--- config.mk ---
export PLATFORM = sky130hd
export DESIGN_NAME = rf_dup
export DESIGN_NICKNAME = d
export VERILOG_FILES = /design/src/rtl/rf_dup_pkg.sv /design/src/rtl/rf_wsel.sv /design/src/rtl/rf_bank.sv /design/src/rtl/rf_cmp.sv /design/src/rtl/rf_dup.sv
export SDC_FILE = /design/constraint.sdc
export NUM_CORES = 2
export LEC_CHECK = 0
export BUFFER_PORTS_ARGS = -buffer_cell sky130_fd_sc_hd__clkbuf_2
export CAP_MARGIN = 40
export CORE_MARGIN = 2
export CORE_UTILIZATION = 45
export DETAILED_ROUTE_END_ITERATION = 12
export PLACE_DENSITY_LB_ADDON = 0.25
export SYNTH_ARGS = -nofsm -noshare
export SYNTH_HDL_FRONTEND = slang
export SYNTH_SLANG_ARGS = --single-unit
--- constraint.sdc ---
create_clock -name clk -period 12.33 [get_ports clk]
set_input_delay 2.466 -clock clk [delete_from_list [all_inputs] [get_ports clk]]
set_output_delay 2.466 -clock clk [all_outputs]
set_load 0.02 [all_outputs]
--- src/rtl/rf_dup_pkg.sv ---
package rf_dup_pkg;
  localparam int unsigned RF_DATA_W = 32;
  localparam int unsigned RF_NREGS  = 32;
  localparam int unsigned RF_NCOPY  = 2;
endpackage

--- src/rtl/rf_wsel.sv ---
module rf_wsel #(
  parameter int unsigned NREGS  = 32,
  parameter int unsigned ADDR_W = $clog2(NREGS)
) (
  input  logic              we,
  input  logic [ADDR_W-1:0] idx,
  output logic [NREGS-1:0]  sel
);
  // Entry 0 never selected: it is the constant-zero register.
  for (genvar i = 0; i < NREGS; i++) begin : g_sel
    if (i == 0) begin : g_zero
      assign sel[i] = 1'b0;
    end else begin : g_dec
      assign sel[i] = we && (idx == ADDR_W'(i));
    end
  end
endmodule

--- src/rtl/rf_bank.sv ---
module rf_bank #(
  parameter int unsigned DATA_W = 32,
  parameter int unsigned NREGS  = 32,
  parameter int unsigned ADDR_W = $clog2(NREGS)
) (
  input  logic              clk,
  input  logic              rst_n,
  input  logic              we,
  input  logic [ADDR_W-1:0] widx,
  input  logic [DATA_W-1:0] wdata,
  input  logic [ADDR_W-1:0] ridx,
  output logic [DATA_W-1:0] rdata
);
  logic [NREGS-1:0]             sel;
  logic [NREGS-1:0][DATA_W-1:0] ent;

  rf_wsel #(.NREGS(NREGS), .ADDR_W(ADDR_W)) u_wsel (
    .we  (we),
    .idx (widx),
    .sel (sel)
  );

  always_ff @(posedge clk or negedge rst_n) begin
    if (!rst_n) begin
      ent <= '0;
    end else begin
      for (int i = 0; i < int'(NREGS); i++) begin
        if (sel[i]) ent[i] <= wdata;
      end
    end
  end

  // Combinational read; the word stored before the edge is seen during a write.
  assign rdata = (ridx == '0) ? '0 : ent[ridx];
endmodule

--- src/rtl/rf_cmp.sv ---
module rf_cmp #(
  parameter int unsigned DATA_W = 32,
  parameter int unsigned ADDR_W = 5
) (
  input  logic [ADDR_W-1:0] idx_a,
  input  logic [ADDR_W-1:0] idx_b,
  input  logic [DATA_W-1:0] dat_a,
  input  logic [DATA_W-1:0] dat_b,
  output logic              diff
);
  assign diff = (idx_a == idx_b) && (dat_a != dat_b);
endmodule

--- src/rtl/rf_dup.sv ---
module rf_dup
  import rf_dup_pkg::*;
#(
  parameter int unsigned DATA_W = RF_DATA_W,
  parameter int unsigned NREGS  = RF_NREGS,
  parameter int unsigned ADDR_W = $clog2(NREGS)
) (
  input  logic              clk,
  input  logic              rst_n,
  input  logic [ADDR_W-1:0] rd_a_idx,
  output logic [DATA_W-1:0] rd_a_data,
  input  logic [ADDR_W-1:0] rd_b_idx,
  output logic [DATA_W-1:0] rd_b_data,
  input  logic              wr_en,
  input  logic [ADDR_W-1:0] wr_idx,
  input  logic [DATA_W-1:0] wr_data,
  output logic              copy_mismatch
);
  logic [RF_NCOPY-1:0][ADDR_W-1:0] cp_ridx;
  logic [RF_NCOPY-1:0][DATA_W-1:0] cp_rdata;

  assign cp_ridx[0] = rd_a_idx;
  assign cp_ridx[1] = rd_b_idx;

  // One full, independent bank per copy; each owns its own decoder.
  for (genvar c = 0; c < RF_NCOPY; c++) begin : g_copy
    rf_bank #(.DATA_W(DATA_W), .NREGS(NREGS), .ADDR_W(ADDR_W)) u_bank (
      .clk   (clk),
      .rst_n (rst_n),
      .we    (wr_en),
      .widx  (wr_idx),
      .wdata (wr_data),
      .ridx  (cp_ridx[c]),
      .rdata (cp_rdata[c])
    );
  end

  assign rd_a_data = cp_rdata[0];
  assign rd_b_data = cp_rdata[1];

  rf_cmp #(.DATA_W(DATA_W), .ADDR_W(ADDR_W)) u_cmp (
    .idx_a (rd_a_idx),
    .idx_b (rd_b_idx),
    .dat_a (rd_a_data),
    .dat_b (rd_b_data),
    .diff  (copy_mismatch)
  );
endmodule

==> summary.md <==
| Metric | Value |
|---|---|
| Status | complete, no violations |
| Sequential element share of the synthesized area | 0.457 |
| DRC violations left | 0 |
| Final wirelength | 183,000 microns |
| Clock root buffer | clkbuf_16 |
| Worst vdd ir | 105 uV |
| Synth area leaders | dfrtp_1 (46%), mux2_2 (22%), mux4_2 (16%) |
| Gr ovfl total | 0 |
| Min cycle time layout | 9790 ps |
| Post-Syn Instances | 3,646 |
| Reg clk slew, reported paths | 60 ps |
| GRT met3 Usage | 0.0663 |
| First-pass GRT wire length | 266,000 microns |
| Post_cts resized | 0 |
| Routed via count | 35,342 |
| Crit path max-delay family | buffers and inverters |
| Slowest-stage cell, CP | buf_12 |
| Biggest register | g_copy.u_bank.ent |
| Num CTS Buffers | 107 |
| CTS tree | done |
| Synth async-reset ratio | 1.00 |
| First drt pass iteration count | 6 |
| Post-route insts no fill | 5,306 |
| Top-count cell post-synth | mux2_2 |
| Post-synth EDFFs | 0 |
| Worst slew margin | 0.347 |
| I/O pin cnt | 115 |
| Synth cell count leaders | mux2_2 (1,068), dfrtp_1 (992), mux4_2 (386), clkbuf_1 (177), mux2i_1 (115) |
| Syn avg cell area | 14.9 sq um |
| DRT iter0 DRCs | 3,517 |
| Die ar. | 124,000 sq um |
| RD Place Congestion | 0.830 |
| Initial antenna violation count | 4 |
| Most Frequent Cell on Critical Path | buf_4 |
| Fill cell count | 10,230 |
| Setup ws final | 2540 ps |
| Core ar. | 120,000 sq um |
| Synthesized flop and latch total | 992 |
| Final #Nets | 3,654 |
| CTS H-tree lvls | 3 |
| Largest net degree at the start of global routing | 150 |
| Crit-path max cell delay | 580 ps |
| Worst-Skew Late Latency | 690 ps |
| DP Worst Slack | 2520 ps |
| Initial Util | 0.454 |
| Syn Std Cell Area | 54,400 sq um |
| Post-synth top area share | 0.457 |
| Post-Route Skew | 0 ps |
| Placed cells | 5,106 |
| FP Rows | 127 |
| Cell Chain, Critical Path | buf_8 > buf_12 > and2b_2 > buf_4 > a22oi_1 > nor3_1 > a211oi_1 > a32oi_1 > xnor2_1 > buf_4 > nand4_1 > nor4_1 > a2111oi_2 > buf_2 > buf_4 > clkbuf_2 |
| DR WL/cell | 34.6 microns |
| Slew Viols, Final | 0 |
| Fmax | 102 MHz |
| Met1 Resource Use GR | 0.431 |
| Largest register FFs | 992 |
| Mapped Nets | 3,696 |
| Warnings, synthesis | 0 |
| # clock sinks | 992 |
| Most used routing layer | met2 |
| Post-synth cell types | 79 |
| Area grow syn2layout | 10.2% |
| Vias in the first global route | 35,573 |
| RSZ-0062 raised after global routing | no |
| CP Class | input pin to output port |
| Max clock buf depth | 3 |
| WP data required | 9860 ps |
| Pwr Total | 9850 uW |
| Worst setup EP type | output port |
| Die Y | 352 microns |
| Fin. Hold Viols | 0 |
| Max-Cap Viols | 0 |
| Top FF cell, synth | dfrtp_1 |
| Setup violators final | 0 |
| Final Cycle Share | 0.794 |
| IO Port Bufs | 114 |
| Share of post-route cells with drive strength above 1 | 0.520 |
| Detailed placement HPWL | 108,000 microns |
| Tot GR Track Use | 0.300 |
| Yosys top cell by area | dfrtp_1 |
| Post-CTS setup buffers | 0 |
| GRT met2 Usage | 0.455 |
| Chip width | 352 microns |
| Post-route ant nets | 0 |
| CP startpoint kind | input pin |
| Lkg Pwr | 0.0258 uW |
| Arr. time, crit path | 7330 ps |
| Largest regs | g_copy.u_bank.ent (992) |
| Worst path buffer plus inverter count | 7 |
| Crit-path max FO | 94 |
| Via density | 6.66 |
| PwrDens | 164 nW/um^2 |
| Worst slew pin tran | 980 ps |
| Total negative slack | 0 ps |
| Hold buffers post-CTS | 0 |
| Hold Crit Class | flip-flop to flip-flop |
==> layout by cell type, fill, tap and decap left out, types with 14 or more instances in the layout <==
master | synthesis | routed
nor2_4 | 0 | 14
nor2_1 | 93 | 76
a21oi_1 | 44 | 44
xnor2_1 | 30 | 30
o221ai_1 | 25 | 25
dfrtp_1 | 992 | 992
clkbuf_16 | 0 | 113
a31oi_1 | 15 | 15
nor3_1 | 34 | 33
clkinv_2 | 0 | 23
o22ai_1 | 32 | 32
buf_16 | 0 | 21
a211oi_1 | 14 | 14
mux4_2 | 386 | 386
clkbuf_2 | 1 | 106
mux4_1 | 44 | 44
a221oi_1 | 55 | 55
clkbuf_8 | 27 | 24
o21ai_0 | 19 | 19
nand2_1 | 94 | 83
mux2i_1 | 115 | 115
buf_4 | 36 | 85
clkbuf_1 | 177 | 26
a22oi_1 | 30 | 30
mux2_2 | 1068 | 1068
==> final timing paths <==
path | start | to | slack [ps] | cells past startpoint
min in group asynchronous | rst_n | g_copy[0].u_bank.ent[572] | 1810 | 1
worst max register to register | g_copy[0].u_bank.ent[865] | g_copy[0].u_bank.ent[865] | 11500 | 1
worst min-delay path | g_copy[0].u_bank.ent[922] | g_copy[0].u_bank.ent[922] | 520 | 1
worst min register to register | g_copy[0].u_bank.ent[922] | g_copy[0].u_bank.ent[922] | 520 | 1
worst max-delay path | rd_b_idx[1] | copy_mismatch | 2540 | 16
max in group asynchronous | rst_n | g_copy[0].u_bank.ent[783] | 8490 | 3
==> routing by layer <==
metal | routed length, microns | vias up | share of wire
met4 | 6050 | 4 | 0.033
met2 | 83200 | 1700 | 0.45
met1 | 77700 | 19246 | 0.42
met5 | 23 | - | 0.00013
met3 | 16500 | 345 | 0.090
li1 | - | 14047 | -
==> where the power goes <==
part	internal, uW	switching [uW]	total (uW)
sequential	3900	464	4360
combinational	1210	936	2140
clock	1970	1380	3350
==> metrics by stage <==
stage | hold slack [ps] | cell area [sq um] | utilization
4_1_cts | 521 | 59900 | 0.500
2_1_floorplan | 485 | 54400 | -
5_1_grt | 531 | 59900 | 0.500
3_3_place_gp | 497 | 55600 | 0.464
6_report | 519 | 59900 | 0.500
3_5_place_dp | 508 | 56300 | 0.470
==> cell type report <==
| class | instances | area (sq um) | share of cell area |
|---|---|---|---|
| Antenna cell | 4 | 10.0 | 0.000167 |
| Clock buffer | 163 | 3260 | 0.0543 |
| Clock inverter | 32 | 365 | 0.00610 |
| Inverter | 6 | 23.8 | 0.000397 |
| Multi-Input combinational cell | 2264 | 27300 | 0.456 |
| Sequential cell | 992 | 24800 | 0.414 |
| Tap cell | 1612 | 2020 | 0.0337 |
| Timing Repair Buffer | 233 | 2110 | 0.0352 |
==> cell families after synthesis <==
logic type / synth area share
AO/OA/AOI/OAI: 0.0427
AND/OR/NAND/NOR: 0.0260
XOR/XNOR: 0.00596
buffers and inverters: 0.0446
multiplexers: 0.424
flip-flops: 0.457
Note: power is estimated with default switching activity, not from simulation.
